===== config.mk =====
export PLATFORM = sky130hd
export DESIGN_NAME = signed_rem_mod
export DESIGN_NICKNAME = d
export VERILOG_FILES = /design/src/rtl/rm_pkg.sv /design/src/rtl/rm_magnitude.sv /design/src/rtl/rm_core.sv /design/src/rtl/rm_fixup.sv /design/src/rtl/signed_rem_mod.sv
export SDC_FILE = /design/constraint.sdc
export NUM_CORES = 1
export LEC_CHECK = 0
export ABC_AREA = 0
export BUFFER_PORTS_ARGS = -buffer_cell sky130_fd_sc_hd__buf_2
export CAP_MARGIN = 20
export CORE_AREA = 2 2 138 86
export DETAILED_ROUTE_END_ITERATION = 10
export DIE_AREA = 0 0 140 88
export PLACE_DENSITY = 0.58
export SYNTH_ARGS = -nofsm -noshare
export SYNTH_HDL_FRONTEND = slang
export SYNTH_SLANG_ARGS = --single-unit

===== constraint.sdc =====
create_clock -name clk -period 4.6 [get_ports clk]
set_input_delay 0.23 -clock clk [delete_from_list [all_inputs] [get_ports clk]]
set_output_delay 0.23 -clock clk [all_outputs]
set_load 0.01 [all_outputs]

===== src/rtl/rm_pkg.sv =====
package rm_pkg;
  // Control sequence of the divider: wait, iterate, fix signs and present
  typedef enum logic [1:0] {
    RM_IDLE = 2'd0,
    RM_CALC = 2'd1,
    RM_FIX  = 2'd2
  } rm_state_e;
endpackage


===== src/rtl/rm_magnitude.sv =====
// Absolute value of a signed W-bit operand, returned as unsigned W bits.
// -2^(W-1) maps to 2^(W-1), which still fits in W unsigned bits.
module rm_magnitude #(
  parameter int W = 8
) (
  input  logic [W-1:0] value,
  output logic [W-1:0] mag
);
  always_comb begin
    if (value[W-1]) mag = ~value + W'(1);
    else            mag = value;
  end
endmodule


===== src/rtl/rm_core.sv =====
// Restoring shift-subtract loop on magnitudes, one quotient bit per step.
module rm_core #(
  parameter int W = 8
) (
  input  logic         clk,
  input  logic         rst_n,
  input  logic         load,
  input  logic         step,
  input  logic [W-1:0] dividend,
  input  logic [W-1:0] divisor,
  output logic [W-1:0] rem_mag,
  output logic [W-1:0] quo_mag
);
  logic [W-1:0] part;     // partial remainder, always below divisor
  logic [W-1:0] quo;      // dividend bits shift out, quotient bits shift in
  logic [W-1:0] dvs;
  logic [W:0]   shifted;
  logic [W-1:0] diff;
  logic         fits;

  always_comb begin
    shifted = {part, quo[W-1]};
    fits    = shifted >= {1'b0, dvs};
    // true difference is below dvs <= 2^(W-1), so W bits hold it
    diff    = shifted[W-1:0] - dvs;
  end

  always_ff @(posedge clk or negedge rst_n) begin
    if (!rst_n) begin
      part <= '0;
      quo  <= '0;
      dvs  <= '0;
    end else if (load) begin
      part <= '0;
      quo  <= dividend;
      dvs  <= divisor;
    end else if (step) begin
      part <= fits ? diff : shifted[W-1:0];
      quo  <= {quo[W-2:0], fits};
    end
  end

  assign rem_mag = part;
  assign quo_mag = quo;
endmodule


===== src/rtl/rm_fixup.sv =====
// Sign restoration: remainder follows dividend, modulus follows divisor.
module rm_fixup #(
  parameter int W = 8
) (
  input  logic [W-1:0] rem_mag,
  input  logic [W-1:0] quo_mag,
  input  logic         x_neg,
  input  logic [W-1:0] divisor,
  input  logic         zero,
  output logic [W-1:0] rem_v,
  output logic [W-1:0] mod_v,
  output logic [W-1:0] quo_v
);
  logic [W-1:0] r_s;
  logic [W-1:0] q_s;
  logic         q_neg;
  logic         adjust;

  always_comb begin
    q_neg  = x_neg ^ divisor[W-1];
    r_s    = x_neg ? (~rem_mag + W'(1)) : rem_mag;
    q_s    = q_neg ? (~quo_mag + W'(1)) : quo_mag;
    // opposite signs: shift remainder by one divisor toward the divisor's sign
    adjust = (r_s != '0) && (r_s[W-1] != divisor[W-1]);
    if (zero) begin
      rem_v = '0;
      mod_v = '0;
      quo_v = '0;
    end else begin
      rem_v = r_s;
      mod_v = adjust ? (r_s + divisor) : r_s;
      quo_v = q_s;
    end
  end
endmodule


===== src/rtl/signed_rem_mod.sv =====
module signed_rem_mod
  import rm_pkg::*;
#(
  parameter int W = 8
) (
  input  logic         clk,
  input  logic         rst_n,
  input  logic         in_valid,
  output logic         in_ready,
  input  logic [W-1:0] in_x,
  input  logic [W-1:0] in_y,
  output logic         busy,
  output logic         done,
  output logic [W-1:0] rem_o,
  output logic [W-1:0] mod_o,
  output logic [W-1:0] quo_o,
  output logic         div_zero
);
  localparam int CW = (W > 2) ? $clog2(W) : 1;
  localparam logic [CW-1:0] LAST = CW'(W - 1);

  rm_state_e    state;
  logic [CW-1:0] cnt;
  logic         x_neg;
  logic [W-1:0] y_hold;
  logic         zero_hold;
  logic         accept;
  logic [W-1:0] x_mag, y_mag;
  logic [W-1:0] rem_mag, quo_mag;
  logic [W-1:0] fx_rem, fx_mod, fx_quo;

  assign in_ready = (state == RM_IDLE);
  assign busy     = (state != RM_IDLE);
  assign accept   = in_valid && (state == RM_IDLE);

  rm_magnitude #(.W(W)) u_xmag (.value(in_x), .mag(x_mag));
  rm_magnitude #(.W(W)) u_ymag (.value(in_y), .mag(y_mag));

  rm_core #(.W(W)) u_core (
    .clk      (clk),
    .rst_n    (rst_n),
    .load     (accept),
    .step     (state == RM_CALC),
    .dividend (x_mag),
    .divisor  (y_mag),
    .rem_mag  (rem_mag),
    .quo_mag  (quo_mag)
  );

  rm_fixup #(.W(W)) u_fix (
    .rem_mag (rem_mag),
    .quo_mag (quo_mag),
    .x_neg   (x_neg),
    .divisor (y_hold),
    .zero    (zero_hold),
    .rem_v   (fx_rem),
    .mod_v   (fx_mod),
    .quo_v   (fx_quo)
  );

  always_ff @(posedge clk or negedge rst_n) begin
    if (!rst_n) begin
      state     <= RM_IDLE;
      cnt       <= '0;
      x_neg     <= 1'b0;
      y_hold    <= '0;
      zero_hold <= 1'b0;
      done      <= 1'b0;
      rem_o     <= '0;
      mod_o     <= '0;
      quo_o     <= '0;
      div_zero  <= 1'b0;
    end else begin
      done <= 1'b0;
      case (state)
        RM_IDLE: begin
          if (accept) begin
            state     <= RM_CALC;
            cnt       <= '0;
            x_neg     <= in_x[W-1];
            y_hold    <= in_y;
            zero_hold <= (in_y == '0);
          end
        end
        RM_CALC: begin
          if (cnt == LAST) state <= RM_FIX;
          else             cnt   <= cnt + CW'(1);
        end
        RM_FIX: begin
          rem_o    <= fx_rem;
          mod_o    <= fx_mod;
          quo_o    <= fx_quo;
          div_zero <= zero_hold;
          done     <= 1'b1;
          state    <= RM_IDLE;
        end
        default: state <= RM_IDLE;
      endcase
    end
  end
endmodule


=== After elaboration in Yosys (flattened, before gate mapping) ===
Index checks and enable logic that the tools add are counted.

* Equality and inequality tests: 7
* Shift-type cells: 0
* Order comparisons: 1
* Muxes and demuxes: 20
* Reduce and logical (&&, ||, !) cells: 11
* Multipliers: 0
* Add/sub/neg operators: 7
* Bitwise logic cells: 5
* Divide/modulo/power cells: 0

{| class="wikitable"
|+ Operators by type and width
! cell !! count
|-
| 8-bit two-way mux || 13
|-
| 8-bit by 1-bit adder with 8-bit output, second input constant || 4
|-
| 8-bit NOT || 4
|-
| 9-bit by 8-bit >= comparator with 1-bit output || 1
|-
| 8-bit adder || 1
|-
| 8-bit zero test || 1
|-
| 8-bit nonzero test || 1
|-
| 8-bit subtractor || 1
|-
| 3-bit two-way mux || 2
|-
| 3-bit case mux with 2 select lines || 1
|-
| 2-bit nonzero test || 3
|-
| 2-bit two-way mux || 2
|-
| 2-bit != test, second input constant || 2
|-
| 2-bit case mux with 2 select lines || 1
|-
| 2-bit AND reduction || 2
|-
| 3-bit by 1-bit adder with 3-bit output, second input constant || 1
|-
| 3-bit equality test, second input constant || 1
|-
| 3-bit AND reduction || 1
|-
| 2-bit by 1-bit equality test with 1-bit output, second input constant || 1
|-
| 2-bit equality test, second input constant || 1
|-
| 1-bit logical AND || 2
|-
| 2-bit zero test || 1
|-
| 2-bit by 1-bit != test with 1-bit output, second input constant || 1
|-
| 1-bit two-way mux || 1
|-
| other kinds (2) || 2
|}

* Bits in writable memories: 0
* Bits in latches: 0
* Register bits: 65
* Memories kept: 0
* Input bits: 19
* Bits in read-only memories: 0
* Output and inout bits: 28
* Logic and storage cells: 64

=== Depth between registers and ports, before layout ===
* Word-level depth: 7
* Gate-level depth with buffers: 12
* Mapped depth without buffers: 12

=== Cells and area by module ===
Synthesis repeated with hierarchy kept, for this count alone.

* Cells, all modules: 481
* Area total of the unflattened synthesis: 4702.0 µm²

{| class="wikitable"
|+ Modules (own cells, without submodules)
! module !! cells each !! area an instance (µm²) !! instances !! seq. area each (µm²)
|-
| signed_rem_mod || 101 || 1702.9 || 1 || 1026.0
|-
| rm_core || 168 || 1531.5 || 1 || 600.6
|-
| rm_fixup || 170 || 1174.9 || 1 || 0.0
|-
| rm_magnitude || 21 || 146.4 || 2 || 0.0
|}

=== Worst setup path before layout ===
No wires, ideal clock.

* Path type: flip-flop to flip-flop
* Start: register u_core.part[0], in the netlist u_core.rem_mag[0]
* End: register mod_o[7]
* Path buffers: 0
* Cell stages (with the launch flop): 12
* Arrival: 2473 ps
* Clock period less this slack: 2541 ps
* Required time: 4533 ps
* Library setup time: 67 ps
* Setup slack: 2059 ps
* Cell sequence: dfrtp_1 -> inv_1 -> ha_1 -> mux2i_1 -> inv_1 -> ha_1 -> a21oi_1 -> o211ai_1 -> a21oi_1 -> o21bai_1 -> a2111oi_0 -> nand2b_1

* Cells in the longest elaborated chain, start to end: 7
* Elaborated cells on any way between the ends: 9
* Those cells by class: 2 x add/sub; 1 x eq/ne; 3 x mux; 1 x bitwise; 2 x reduce/logical

{| class="wikitable"
|+ RTL lines
! element !! line !! source
|-
| start, declared || rm_core.sv:14 || <nowiki>logic [W-1:0] part;</nowiki>
|-
| start signal, assigned || rm_core.sv:38 || <nowiki>part <= fits ? diff : shifted[W-1:0];</nowiki>
|-
| 8-bit NOT || rm_fixup.sv:21 || <nowiki>r_s = x_neg ? (~rem_mag + W'(1)) : rem_mag;</nowiki>
|-
| 8-bit by 1-bit adder with 8-bit output || rm_fixup.sv:21 ||
|-
| 8-bit two-way mux (*) || rm_fixup.sv:21 ||
|-
| parallel branches: the longest is 2 deep, another holds 8-bit adder || - ||
|-
| 8-bit two-way mux (*) || rm_fixup.sv:31 || <nowiki>mod_v = adjust ? (r_s + divisor) : r_s;</nowiki>
|-
| 8-bit two-way mux (*) || rm_fixup.sv:25 || <nowiki>if (zero) begin</nowiki>
|-
| end signal, assigned || signed_rem_mod.sv:91 || <nowiki>mod_o <= fx_mod;</nowiki>
|-
| end, declared || signed_rem_mod.sv:15 || <nowiki>output logic [W-1:0] mod_o,</nowiki>
|}

Every way passes the cells marked *.
A chain may end at the register's enable or synchronous reset.

=== Worst setup path in the final report ===
Ends and elaborated chain as after synthesis.

==> results.ini <==
[worst_setup_path]
cp.required_ps = 4880
cp-end-kind = register
rr_worst_depth = 11
cp_num_cells = 11
reg2reg_from = u_core.rem_mag[0]
worst_path_dominant_cell_family = compound AO/OA/AOI/OAI gates
cp_slowest_cell = dfrtp_1
reg2reg_to = mod_o[7]
crit_chain = inv_1 -> ha_1 -> mux2i_1 -> inv_1 -> ha_1 -> a21oi_1 -> o211ai_1 -> a21oi_1 -> o21bai_1 -> a2111oi_0 -> nand2b_1
critical_path.endpoint = mod_o[7]
timing.setup.critical_path_class = register to register
maximum_cell_stage_delay_along_the_critical_path_ps = 510
cp_num_buf_inv = 2
timing.critical_path.from_type = register
worst_setup_path_startpoint = u_core.rem_mag[0]
reg2reg_setup_slack_ps = 1560
crit_arrival_ps = 3320
worstPathMaxFanout = 8

[global_routing]
gr-usage-all-layers_pct = 16.98
grt_max_degree = 65
via_count_of_the_first_global_routing_pass = 3027
grt_first_pass_wirelength_mm = 16.20
gr-total-overflow = 0
antenna_found_initial = 0

[run_status]
failing_checks = DRC
outcome = finished, violations left

[placement]
globalplace.congestion = 0.8168
io_buffer_count = 46
place_ws_ps = 1495
place_hpwl_mm = 7.155
post_dp_cell_area_um2 = 4172

[clocking]
clk_pin_slew_worst_paths_ps = 60
cts_hold_buffers = 0
tritoncts = done
cts_buffer_depth = 2
clkLatencyLatePin_ps = 340
total_cts_buffers = 9
cts_resized = 0
cts_root_buf = clkbuf_16
cts_num_sinks = 64
cts_max_level = 3
post_cts_buffers = 0

[floorplanning]
design.core.area_um2 = 11070
placement_rows = 30
die-area_um2 = 12320
start_util_pct = 34.54
chip_width_um = 140
chipHeight_um = 88
pin_count = 47

[timing]
worst_pin_slew_ps = 990.9
post-route-period-util_pct = 66.18
timing_max_transition_violations_final = 0
setup_ws_ps = 1556
rsz0062_at_grt = no
finalSetupViolations = 0
fin_skew_ps = 5.841
period_needed_ps = 3044
timing_hold_violations_final = 0
maximum_achievable_frequency_ghz = 0.3285
fin_setup_tns_ps = 0
timing.max_slew.rel_slack_pct = 33.50

[detailed_routing]
detailroute.wirelength.met3_um = 604
avgRoutedWirePerCell_um = 15.82
wl_met1_mm = 5.252
route.top_layer_used = met4
via_count = 3133
wirelength_mm = 9.699
detailroute.wirelength.met2_mm = 3.762
avgViaCountPerCell = 5.111
detailedRoute.firstPassIterationCount = 9
drt.antenna.violating_nets = 0
drc_errors = 7
detail_route.iter0.violations = 187

[yosys]
postSynth.topFlopCell = dfrtp_1
postSynthCellCount = 422
syn_avg_cell_area_um2 = 9.064
postSynthNetCount = 465
synth.yosys.seq_area_share_pct = 41.87
synthesis.area_um2 = 3825
yosys_warnings = 0
synthesis_stage_register_bit_count = 64
netlist-cell-type-count = 48
share_of_synthesized_flip_flops_with_an_asynchronous_set_or_reset_pct = 100.0
synth-edff-count = 0

[layout]
antenna-diode-count = 0
layout.cells.most_common = nand2_1
nets = 507
postLayoutCellArea_um2 = 4507
mostFrequentLayoutCells = nand2_1, dfrtp_1, buf_2, o21ai_0, inv_1
area_growth_pct = 17.83
post_route_cells_drive_above_1_share_pct = 15.78

[power_and_ir_drop]
cellLeakagePower_nw = 2.174
irDropWorstVdd_mv = 0.2415
powerDensity_nw_per_um2 = 879.6

[run]
cap_viol_max_count = 0

[min_path]
hold_class = primary input to asynchronous set/reset pin

## routing by layer
layer	global-route usage, %	up-vias
met1	25.97	1495
met4	3.581	0
met2	23.20	92
li1	-	1535
met5	0	-
met3	5.358	11
## worst min-delay path by stage
stage,slack (ps),endpoint
2_1_floorplan,-70,cnt[0]
3_3_place_gp,460,quo_o[1]
3_5_place_dp,470,quo_o[3]
4_1_cts,110,quo_o[6]
5_1_grt,140,u_core.quo_mag[5]
6_report,70,quo_o[6]
## worst register-to-register path, cell delays in order, from the launching register on
cell       delay (ps)
dfrtp_1           510
inv_1             150
ha_1              320
mux2i_1           380
inv_1             100
ha_1              280
a21oi_1           210
o211ai_1          130
a21oi_1           280
o21bai_1          110
a2111oi_0         380
nand2b_1          150
## registers in the layout, indices dropped and copies added, names as in the netlist
signal and cells:
cnt 3, y_hold 8, done 1, state 2, x_neg 1, zero_hold 1
div_zero 1, rem_o 8, mod_o 8, u_core.quo_mag 8, u_core.rem_mag 8, u_core.dvs 7
quo_o 8
## logic make-up (layout without fill, tap and decap cells)
kind of cell | after synthesis | in the layout | share of synthesized area, %
buf+inv | 49 | 96 | 5.201
compound gates | 95 | 95 | 16.32
fa+ha+maj | 24 | 24 | 8.243
xor+xnor | 32 | 32 | 7.720
flops | 64 | 64 | 41.87
mux | 16 | 16 | 4.252
simple gates | 142 | 142 | 16.39
## synth_stat cells, drive strengths merged (7+ instances only)
master	n	area share, %
ha	22	7.2
o21ai	38	5.0
a31oi	7	1.1
nor2	24	2.4
inv	30	2.9
clkbuf	17	1.7
a22o	8	1.9
a21oi	10	1.3
mux2i	14	3.7
xnor2	22	5.0
dfrtp	64	42
nor2b	7	1.1
nand2	72	7.1
nand3	14	1.8
xor2	9	2.1
## layout make-up
type / instances / area, µm²
inverter: 30 / 112.6
clock buffer: 9 / 225.2
sequential: 64 / 1602
timing repair buffer: 50 / 260.3
fill: 1070 / 6566
multi-input combinational: 309 / 2024
clock inverter: 7 / 102.6
tap: 144 / 180.2
## power by group
part / switching, mW / leakage (nW) / total (mW) / internal (mW)
logic: 1.23 / 1.20 / 2.15 / 0.922
registers: 0.252 / 0.813 / 1.06 / 0.804
clock network: 0.275 / 0.157 / 0.756 / 0.481
## stage by stage
step | hold slack [ps] | utilization, % | instances | power, mW
after floorplan | -65.59 | - | 422 | 2.605
after global placement | 459.8 | 37.67 | 596 | 3.085
after detailed placement | 466.8 | 37.67 | 596 | 3.156
after CTS | 113.7 | 40.63 | 612 | 3.925
after global routing | 144.4 | 40.70 | 613 | 4.291
final | 73.46 | 40.70 | 613 | 3.964
Note: power is estimated with default switching activity, not from simulation.
